$ cat src/rtl/qspi_shift_pkg.sv
package qspi_shift_pkg;

  localparam int WORD_BITS = 32;
  localparam int LANES     = 4;
  localparam int BEAT_W    = $clog2(WORD_BITS + 1);

  typedef enum logic [1:0] {
    SH_IDLE,
    SH_RUN,
    SH_PARK,
    SH_TAIL
  } shift_state_t;

  typedef struct packed {
    logic [WORD_BITS-1:0] word;
    logic [1:0]           len;
    logic                 quad;
    logic                 rd;
    logic                 hold;
  } shift_req_t;

  // Number of SCK cycles needed for one word.
  function automatic logic [BEAT_W-1:0] beat_total(input logic [1:0] len, input logic quad);
    logic [BEAT_W-1:0] bits;
    bits = BEAT_W'((int'(len) + 1) * 8);
    return quad ? (bits >> 2) : bits;
  endfunction

  // Lane-mode code shown to the pads.
  function automatic logic [1:0] lane_code(input logic quad, input logic rd);
    if (!quad) return 2'b00;
    return rd ? 2'b11 : 2'b10;
  endfunction

endpackage

$ cat src/rtl/qspi_req_slot.sv
module qspi_req_slot
  import qspi_shift_pkg::*;
(
  input  logic       clk,
  input  logic       rst_n,
  input  logic       set,
  input  logic       clr,
  input  shift_req_t req_in,
  output logic       full,
  output shift_req_t req_q
);

  always_ff @(posedge clk) begin
    if (!rst_n) begin
      full  <= 1'b0;
      req_q <= '0;
    end else if (set) begin
      full  <= 1'b1;
      req_q <= req_in;
    end else if (clr) begin
      full  <= 1'b0;
    end
  end

  a_r8_slot_consumed: assert property (@(posedge clk) disable iff (!rst_n)
    (clr && !set) |=> !full);

endmodule

$ cat src/rtl/qspi_lane_shifter.sv
module qspi_lane_shifter #(
  parameter int W = 32,
  parameter int L = 4
) (
  input  logic         clk,
  input  logic         rst_n,
  input  logic         load,
  input  logic [W-1:0] load_word,
  input  logic         quad,
  input  logic         shift_out,
  input  logic         sample,
  input  logic [L-1:0] lane_in,
  output logic [L-1:0] lane_top,
  output logic [W-1:0] rx_next
);

  localparam int SER_IN = 1;

  logic [W-1:0] tx_q;
  logic [W-1:0] rx_q;

  assign lane_top = tx_q[W-1 -: L];
  assign rx_next  = quad ? {rx_q[W-L-1:0], lane_in} : {rx_q[W-2:0], lane_in[SER_IN]};

  always_ff @(posedge clk) begin
    if (!rst_n) begin
      tx_q <= '0;
      rx_q <= '0;
    end else if (load) begin
      tx_q <= load_word;
      rx_q <= '0;
    end else begin
      if (shift_out) tx_q <= quad ? (tx_q << L) : (tx_q << 1);
      if (sample)    rx_q <= rx_next;
    end
  end

  a_r5_shift_apart_from_sample: assert property (@(posedge clk) disable iff (!rst_n)
    !(shift_out && sample));

endmodule

$ cat src/rtl/qspi_word_shifter.sv
module qspi_word_shifter
  import qspi_shift_pkg::*;
(
  input  logic                 clk,
  input  logic                 rst_n,
  input  logic                 wr_stb,
  input  logic [WORD_BITS-1:0] tx_word,
  input  logic [1:0]           len_code,
  input  logic                 quad_sel,
  input  logic                 rd_sel,
  input  logic                 hold_sel,
  output logic                 sck,
  output logic                 cs_n,
  output logic [1:0]           lane_mode,
  output logic [LANES-1:0]     dat_o,
  input  logic [LANES-1:0]     dat_i,
  output logic                 busy,
  output logic                 valid,
  output logic [WORD_BITS-1:0] rx_word
);

  shift_state_t         state;
  logic                 sck_q, cs_n_q, fresh_q, valid_q;
  logic [BEAT_W-1:0]    beats_q;
  logic                 quad_q, rd_q, hold_q;
  logic [1:0]           lane_q;
  logic [WORD_BITS-1:0] rx_word_q;

  shift_req_t           in_req, pend_q, next_req;
  logic                 pend_full;

  // Named events used by the datapath and the assertions.
  logic                 in_run, fall_ev, rise_ev, word_end, load_ev, slot_set, slot_clr;
  logic [LANES-1:0]     top_bits;
  logic [WORD_BITS-1:0] rx_next;

  assign in_req   = '{word: tx_word, len: len_code, quad: quad_sel, rd: rd_sel, hold: hold_sel};
  assign in_run   = (state == SH_RUN);
  assign fall_ev  = in_run && sck_q;
  assign rise_ev  = in_run && !sck_q;
  assign word_end = rise_ev && (beats_q == BEAT_W'(1));
  assign next_req = pend_full ? pend_q : in_req;
  assign load_ev  = (!in_run && wr_stb) || (word_end && (pend_full || wr_stb));
  assign slot_set = wr_stb && in_run && !(word_end && !pend_full);
  assign slot_clr = word_end && pend_full;

  qspi_req_slot u_slot (
    .clk    (clk),
    .rst_n  (rst_n),
    .set    (slot_set),
    .clr    (slot_clr),
    .req_in (in_req),
    .full   (pend_full),
    .req_q  (pend_q)
  );

  qspi_lane_shifter #(.W(WORD_BITS), .L(LANES)) u_shift (
    .clk       (clk),
    .rst_n     (rst_n),
    .load      (load_ev),
    .load_word (next_req.word),
    .quad      (quad_q),
    .shift_out (fall_ev && !fresh_q),
    .sample    (rise_ev),
    .lane_in   (dat_i),
    .lane_top  (top_bits),
    .rx_next   (rx_next)
  );

  always_ff @(posedge clk) begin
    if (!rst_n) begin
      state     <= SH_IDLE;
      sck_q     <= 1'b1;
      cs_n_q    <= 1'b1;
      fresh_q   <= 1'b0;
      beats_q   <= '0;
      quad_q    <= 1'b0;
      rd_q      <= 1'b0;
      hold_q    <= 1'b0;
      lane_q    <= 2'b00;
      valid_q   <= 1'b0;
      rx_word_q <= '0;
    end else begin
      valid_q <= word_end;
      if (word_end) rx_word_q <= rx_next;
      if (fall_ev) begin
        sck_q   <= 1'b0;
        fresh_q <= 1'b0;
        lane_q  <= lane_code(quad_q, rd_q);
      end
      if (rise_ev) begin
        sck_q   <= 1'b1;
        beats_q <= beats_q - BEAT_W'(1);
      end
      if (load_ev) begin
        state   <= SH_RUN;
        cs_n_q  <= 1'b0;
        fresh_q <= 1'b1;
        beats_q <= beat_total(next_req.len, next_req.quad);
        quad_q  <= next_req.quad;
        rd_q    <= next_req.rd;
        hold_q  <= next_req.hold;
      end else if (word_end) begin
        state <= hold_q ? SH_PARK : SH_TAIL;
      end else if (state == SH_TAIL) begin
        cs_n_q <= 1'b1;
        state  <= SH_IDLE;
      end
    end
  end

  always_comb begin
    if (!quad_q)   dat_o = {{(LANES-1){1'b0}}, top_bits[LANES-1]};
    else if (rd_q) dat_o = '0;
    else           dat_o = top_bits;
  end

  assign sck       = sck_q;
  assign cs_n      = cs_n_q;
  assign lane_mode = lane_q;
  assign busy      = in_run;
  assign valid     = valid_q;
  assign rx_word   = rx_word_q;

  a_r1_idle_lines: assert property (@(posedge clk) disable iff (!rst_n)
    (state == SH_IDLE) |-> (cs_n && sck));

  a_r5_lane_mode_low: assert property (@(posedge clk) disable iff (!rst_n)
    (lane_mode != $past(lane_mode)) |-> !sck);

  a_r5_data_still_high: assert property (@(posedge clk) disable iff (!rst_n)
    (sck && $past(sck) && !$past(load_ev)) |-> $stable(dat_o));

  a_r6_valid_pulse: assert property (@(posedge clk) disable iff (!rst_n)
    valid |=> !valid);

  a_r7_busy_frames: assert property (@(posedge clk) disable iff (!rst_n)
    busy |-> !cs_n);

  a_r8_chain_no_gap: assert property (@(posedge clk) disable iff (!rst_n)
    (word_end && (pend_full || wr_stb)) |=> (busy && !cs_n));

  a_r9_park_quiet: assert property (@(posedge clk) disable iff (!rst_n)
    (state == SH_PARK) |-> (!cs_n && sck && !busy));

endmodule

$ cat config.mk
export PLATFORM = sky130hd
export DESIGN_NAME = qspi_word_shifter
export DESIGN_NICKNAME = d
export VERILOG_FILES = /design/src/rtl/qspi_shift_pkg.sv /design/src/rtl/qspi_req_slot.sv /design/src/rtl/qspi_lane_shifter.sv /design/src/rtl/qspi_word_shifter.sv
export SDC_FILE = /design/constraint.sdc
export NUM_CORES = 1
export LEC_CHECK = 0
export ABC_AREA = 1
export BUFFER_PORTS_ARGS = -buffer_cell sky130_fd_sc_hd__buf_2
export CORE_MARGIN = 3
export CORE_UTILIZATION = 53
export CTS_CLUSTER_DIAMETER = 30
export CTS_CLUSTER_SIZE = 25
export DETAILED_ROUTE_END_ITERATION = 16
export PLACE_DENSITY = 0.71
export SLEW_MARGIN = 20
export SYNTH_ARGS = -nofsm -noshare
export SYNTH_HDL_FRONTEND = slang
export SYNTH_SLANG_ARGS = --single-unit
export TNS_END_PERCENT = 100
$ cat constraint.sdc
create_clock -name clk -period 3.5 [get_ports clk]
set_input_delay 0.7 -clock clk [delete_from_list [all_inputs] [get_ports clk]]
set_output_delay 0.7 -clock clk [all_outputs]
set_load 0.05 [all_outputs]
==> qor.txt, run 1 <==
status - complete, no violations
Post-Synthesis Cell Area - 6840 µm²
Remaining DRCs - 0
syn avg cell area - 7.21 µm²
period utilization - 0.673
critical path arrival - 1660 ps
post-synth top area share - 0.439
share of cells above drive strength 1 - 0.146
first-pass GRT wire length - 27000 µm
Num CTS Buffers - 17
Max VDD drop - 0.353 mV
number of synthesized register bits - 150
Ys Warns - 0
gpl congestion - 0.842
cell taking the most area after synthesis - dfxtp_1
Worst-Skew Late Latency - 420 ps
vias after detailed routing - 6147
footprint of the multi-input gates - 3360 µm²
worst relative slew slack - 0.445
number of global-route vias before repair - 5646
first-pass iteration count of the detailed router - 5
Post-synth top cells - nand2_1 (221), nor2_1 (157), dfxtp_1 (150)
Die Width - 120 µm
synth unique cells - 34
Synth Instances - 949
Initial Util - 0.556
total grt overflow - 0
Routed Antenna Nets - 0
drt via density - 5.20
Final Hold Fails - 0
FF+latch area - 3000 µm²
number of setup buffers added after CTS - 0
Routed WL per cell - 13.5 µm
worst hold margin - 464 ps
pin slew with the least headroom to its limit - 833 ps
Die Ht - 120 µm
largest net degree at the start of global routing - 66
power per cell area - 536 nW/µm²
setup tns final - 0 ps
RSZ-0062 raised after global routing - no
fill count - 1168
# diodes - 0
critical path class - reg2out
HP Class - reg2reg
row count - 40
largest cells by area after synthesis - dfxtp_1 (44%), nand2_1 (12%), nor2_1 (8.6%)
post-synthesis net count - 996
Fin Clk Skew - 7.23 ps
Core ar. - 12300 µm²
post-CTS resize count - 0
die area - 14300 µm²
Max Cap Viol - 0
initial antenna violation count - 0
starting DRC count in detailed routing - 479
Final Power - 4.22 mW
asr flop ratio synth - 0
Critical Path Fanout Max - 14
H-tree levels - 4
prevailing post-synth register cell - dfxtp_1
CTS tree - built
Area growth, synth to finish - 15.0%
Final nets - 1049
port bufs - 85
Post-DP HPWL - 10400 µm
I/O pin cnt - 86
CP endpoint kind - primary output
gr usage total - 0.230
crit path time final - 2360 ps
EDFF count, synth - 0
fin. max-slew vios - 0
Routed Wire Length - 16000 µm
worst-case clock buffer depth - 2
clock sink count - 150
fin util - 0.639
count leader, synth - nand2_1
Final setup violation count - 0
Max Clk Rate - 424 MHz
CTS Hold Bufs - 0
CP startpoint kind - flop
CTS clock-pin slew for the worst setup and hold paths - 60 ps
register area share after synthesis - 0.439
Root Buffer - clkbuf_16
Leak Pwr - 3.27 nW
CP required - 2800 ps
## cell type report
class	count	area share
multi-input cells	694	0.426
flip-flops and latches	150	0.382
repair buffers	96	0.0645
clock buffers	20	0.0580
well taps	168	0.0267
clock inverters	12	0.0221
inverters	43	0.0208
## flip-flops by register name, summed over array words and instances, names as in the netlist
| register | count |
|---|---|
| u_slot.req_q | 37 |
| rx_word | 32 |
| u_shift.tx_q | 32 |
| u_shift.rx_q | 31 |
| beats_q | 6 |
| lane_mode | 2 |
| state | 2 |
| cs_n | 1 |
| fresh_q | 1 |
| hold_q | 1 |
| quad_q | 1 |
| rd_q | 1 |
| sck | 1 |
| u_slot.full | 1 |
| valid | 1 |
## layout by cell type, fill, tap and decap left out, types with 4 or more instances in the layout
| cell type | netlist | routed |
|---|---|---|
| clkinv_2 | 0 | 4 |
| dfxtp_1 | 150 | 149 |
| nor3_1 | 4 | 4 |
| clkbuf_16 | 0 | 17 |
| nand4_1 | 4 | 4 |
| buf_2 | 18 | 85 |
| nand2_2 | 5 | 5 |
| inv_2 | 5 | 5 |
| nand2_1 | 221 | 220 |
| o21ai_1 | 6 | 6 |
| mux2i_1 | 32 | 32 |
| bufinv_16 | 0 | 4 |
| a21oi_1 | 71 | 71 |
| a21boi_1 | 4 | 4 |
| o21ai_0 | 106 | 106 |
| a21boi_0 | 23 | 23 |
| nor2_1 | 157 | 157 |
| nand3_1 | 41 | 41 |
| buf_4 | 5 | 11 |
| inv_1 | 36 | 36 |
## where the power goes
group          total (mW)  switching, mW  internal (mW)
combinational       0.452          0.302          0.150
sequential           1.83         0.0472           1.78
clock                1.94          0.709           1.23
## worst max-delay path, cell delays in order, from the launching register on
cell and delay (ps):
dfxtp_2 350, clkinv_1 290, nor3_1 290, buf_2 310
## per-layer routing
layer	global-route usage	vias to the layer above	part of all wire
li1	-	3202	-
met1	0.305	2800	0.47
met2	0.374	119	0.47
met3	0.0424	26	0.039
met4	0.0909	0	0.018
met5	0	-	0
## logic make-up (layout without fill, tap and decap cells)
group,Yosys count,in the layout,share of synthesized area
AND/OR/NAND/NOR,441,441,0.264
AO/OA/AOI/OAI,216,216,0.170
flip-flops,150,150,0.439
buffers and inverters,105,171,0.0720
multiplexers,32,32,0.0468
adder cells (fa/ha/maj),3,3,0.00549
XOR/XNOR,2,2,0.00256
## stage by stage
stage | area (µm²) | worst slack (ps) | std cells
floorplan | 6840 | 1010 | 949
detailed placement | 7240 | 1140 | 1151
global placement | 7240 | 1230 | 1151
finish | 7870 | 1140 | 1183
global route | 7870 | 935 | 1183
CTS | 7870 | 1130 | 1183
## final timing paths
| check | from | to | slack (ps) | cells after the start |
|---|---|---|---|---|
| setup / recovery | quad_q$_SDFFE_PN0N_ | dat_o[2] | 1140 | 3 |
| hold / removal | u_shift.tx_q[12]$_SDFFE_PN0P_ | u_shift.tx_q[12]$_SDFFE_PN0P_ | 460 | 2 |
| setup reg to reg | beats_q[1]$_SDFFE_PN0P_ | u_slot.req_q[7]$_SDFFE_PN0P_ | 1250 | 11 |
| hold reg to reg | u_shift.tx_q[12]$_SDFFE_PN0P_ | u_shift.tx_q[12]$_SDFFE_PN0P_ | 460 | 2 |
No activity file was read; power rests on OpenSTA's default activity.
==> run 2, diff against run 1 <==
==> constraint.sdc (replaced) <==
create_clock -name clk -period 2.3 [get_ports clk]
set_input_delay 0.46 -clock clk [delete_from_list [all_inputs] [get_ports clk]]
set_output_delay 0.46 -clock clk [all_outputs]
set_load 0.05 [all_outputs]
==> run 2 against run 1 <==
  * Clock power increased by 32%
  * Wire length increased by 0.81%
  * Sequential cell count unchanged
  * Sequential power increased by 52%
  * Register-to-register slack got worse by 970 ps
  * Sequential share of layout area increased by 0.21 points
  * Core utilization decreased by 0.36 points
  * Cell count about the same
  * Power increased by 43%
  * Critical path type unchanged
==> qor.txt, run 2 (same netlist as run 1, synthesis figures left out) <==
period utilization - 0.891
commonest non-fill, non-tap cell in the layout - nand2_1
CTS tree - built
first-pass iteration count of the detailed router - 4 (-1)
# diodes - 0 (unchanged)
clock sink count - 150 (unchanged)
Final nets - 1051 (+0.19%)
Post-DP HPWL - 10300 µm (-0.23%)
status - complete, no violations
initial antenna violation count - 0 (unchanged)
busiest grt layer - met2
Root Buffer - clkbuf_16
FF+latch area - 3000 µm² (unchanged)
max incr delay on CP - 480 ps (+130 ps)
Routed Antenna Nets - 0 (unchanged)
max FFs per register - 37 (unchanged)
power per cell area - 773 nW/µm² (+44%)
Die Ht - 120 µm (unchanged)
Reg2Reg Launch Point - beats_q[1]$_SDFFE_PN0P_
pin slew with the least headroom to its limit - 807 ps (-25.7 ps)
CTS Hold Bufs - 0 (unchanged)
CP startpoint kind - flop
Final Power - 6.05 mW (+43%)
Worst-Skew Late Latency - 420 ps (about the same)
Routed WL per cell - 13.6 µm (+0.72%)
I/O pin cnt - 86 (unchanged)
H-tree levels - 4 (unchanged)
port bufs - 85 (unchanged)
HP Class - in2reg
register name with the most flops - u_slot.req_q
Max VDD drop - 0.440 mV (+25%)
Remaining DRCs - 0 (unchanged)
Area growth, synth to finish - 14.4%
Crit Reg-Reg Endpoint - u_shift.tx_q[10]$_SDFFE_PN0P_
Leak Pwr - 3.22 nW (-1.5%)
hold path depth - 3 (+1)
Worst path top cell family by delay - buffers and inverters
starting DRC count in detailed routing - 385 (-20%)
drt via density - 5.25 (+1.1%)
Num CTS Buffers - 17 (unchanged)
footprint of the multi-input gates - 3350 µm² (-0.15%)
most frequent cells in the layout - nand2_1 (220), nor2_1 (157), dfxtp_1 (149)
hold path endpoint - u_slot.req_q[14]$_SDFFE_PN0P_
Die Width - 120 µm (unchanged)
met3 track demand over resource - 0.0429 (+0.000471)
placed insts - 1153 (+0.17%)
final worst slack - 251 ps (-892 ps)
vias after detailed routing - 6219 (+1.2%)
first-pass GRT wire length - 27700 µm (+2.5%)
share of cells above drive strength 1 - 0.148 (+0.00182)
critical path arrival - 1590 ps (-70 ps)
Initial Util - 0.556 (unchanged)
worst relative slew slack - 0.461 (+0.0166)
number of setup buffers added after CTS - 0 (unchanged)
Max Clk Rate - 488 MHz
Routed Wire Length - 16100 µm (+0.81%)
Layout Cells excl Fill - 1184 (+0.085%)
CP required - 1840 ps (-960 ps)
worst reg-to-reg path cell count - 9 (-2)
RSZ-0062 raised after global routing - no
Critical Path Fanout Max - 15 (+1)
M2 GR Usage - 0.390 (+0.0166)
total grt overflow - 0 (unchanged)
number of global-route vias before repair - 5912 (+4.7%)
worst-case clock buffer depth - 2 (unchanged)
setup tns final - 0 ps (unchanged)
row count - 40 (unchanged)
r2r setup slk - 280 ps (-970 ps)
die area - 14300 µm² (unchanged)
Final setup violation count - 0 (unchanged)
fill count - 1165 (-0.26%)
Max Cap Viol - 0 (unchanged)
met1 Resource Use GR - 0.301 (-0.00346)
HP Start - tx_word[9]
CP endpoint kind - primary output
critical path class - reg2out
gpl congestion - 0.815 (-3.2%)
fin. max-slew vios - 0 (unchanged)
gr usage total - 0.233 (+0.00286)
CP bufs+invs - 2 (unchanged)
CTS clock-pin slew for the worst setup and hold paths - 60 ps (about the same)
largest net degree at the start of global routing - 82 (+24%)
Core ar. - 12300 µm² (unchanged)
critical path's slowest cell - dfxtp_2
crit path time final - 2050 ps
worst-path cell chain - clkinv_1, nor3_1, buf_2
Fin Clk Skew - 8.08 ps (+0.854 ps)
fin util - 0.636 (-0.00356)
dpl ws - 155 ps (-985 ps)
Final Hold Fails - 0 (unchanged)
post-CTS resize count - 0 (unchanged)
## run 2: worst max-delay path by stage
| stage | from | to | slack [ps] | cells past startpoint |
|---|---|---|---|---|
| finish | quad_q$_SDFFE_PN0N_ | dat_o[2] | 250 | 3 |
| detailed placement | wr_stb | u_shift.tx_q[14]$_SDFFE_PN0P_ | 160 | 8 |
| floorplan | quad_q$_SDFFE_PN0N_ | dat_o[1] | 50 | 3 |
| global route | sck$_SDFFE_PP1P_ | u_shift.tx_q[15]$_SDFFE_PN0P_ | 70 | 7 |
| CTS | beats_q[1]$_SDFFE_PN0P_ | u_shift.tx_q[28]$_SDFFE_PN0P_ | 220 | 9 |
| global placement | wr_stb | u_shift.tx_q[11]$_SDFFE_PN0P_ | 260 | 8 |
## run 2: area by class of cell
type	instances	share of cell area
flip-flops and latches	150	0.384
clock buffers	19	0.0566
inverters	43	0.0214
well taps	168	0.0268
multi-input cells	694	0.428
clock inverters	12	0.0134
repair buffers	98	0.0700
## run 2: metal layers
layer | share of wire | vias to the layer above | wire length (µm)
met1 | 0.47 | 2862 | 7610
met2 | 0.47 | 134 | 7620
met3 | 0.041 | 19 | 654
li1 | - | 3204 | -
met4 | 0.015 | 0 | 236
met5 | 0 | - | 0
## run 2: tightest hold or removal path: stages
cell     delay [ps]
buf_2            90
o21ai_1          60
nor2_1           70
## run 2: metrics by stage
step	hold WS [ps]	area, µm²
6_report	299	7830
3_5_place_dp	455	7280
3_3_place_gp	452	7280
4_1_cts	288	7830
5_1_grt	302	7830
2_1_floorplan	440	6840
## run 2: power breakdown
part           switching (mW)  internal, mW  leakage [nW]
clock                    1.07          1.50         0.257
combinational           0.463         0.232          1.74
sequential             0.0746          2.71          1.22
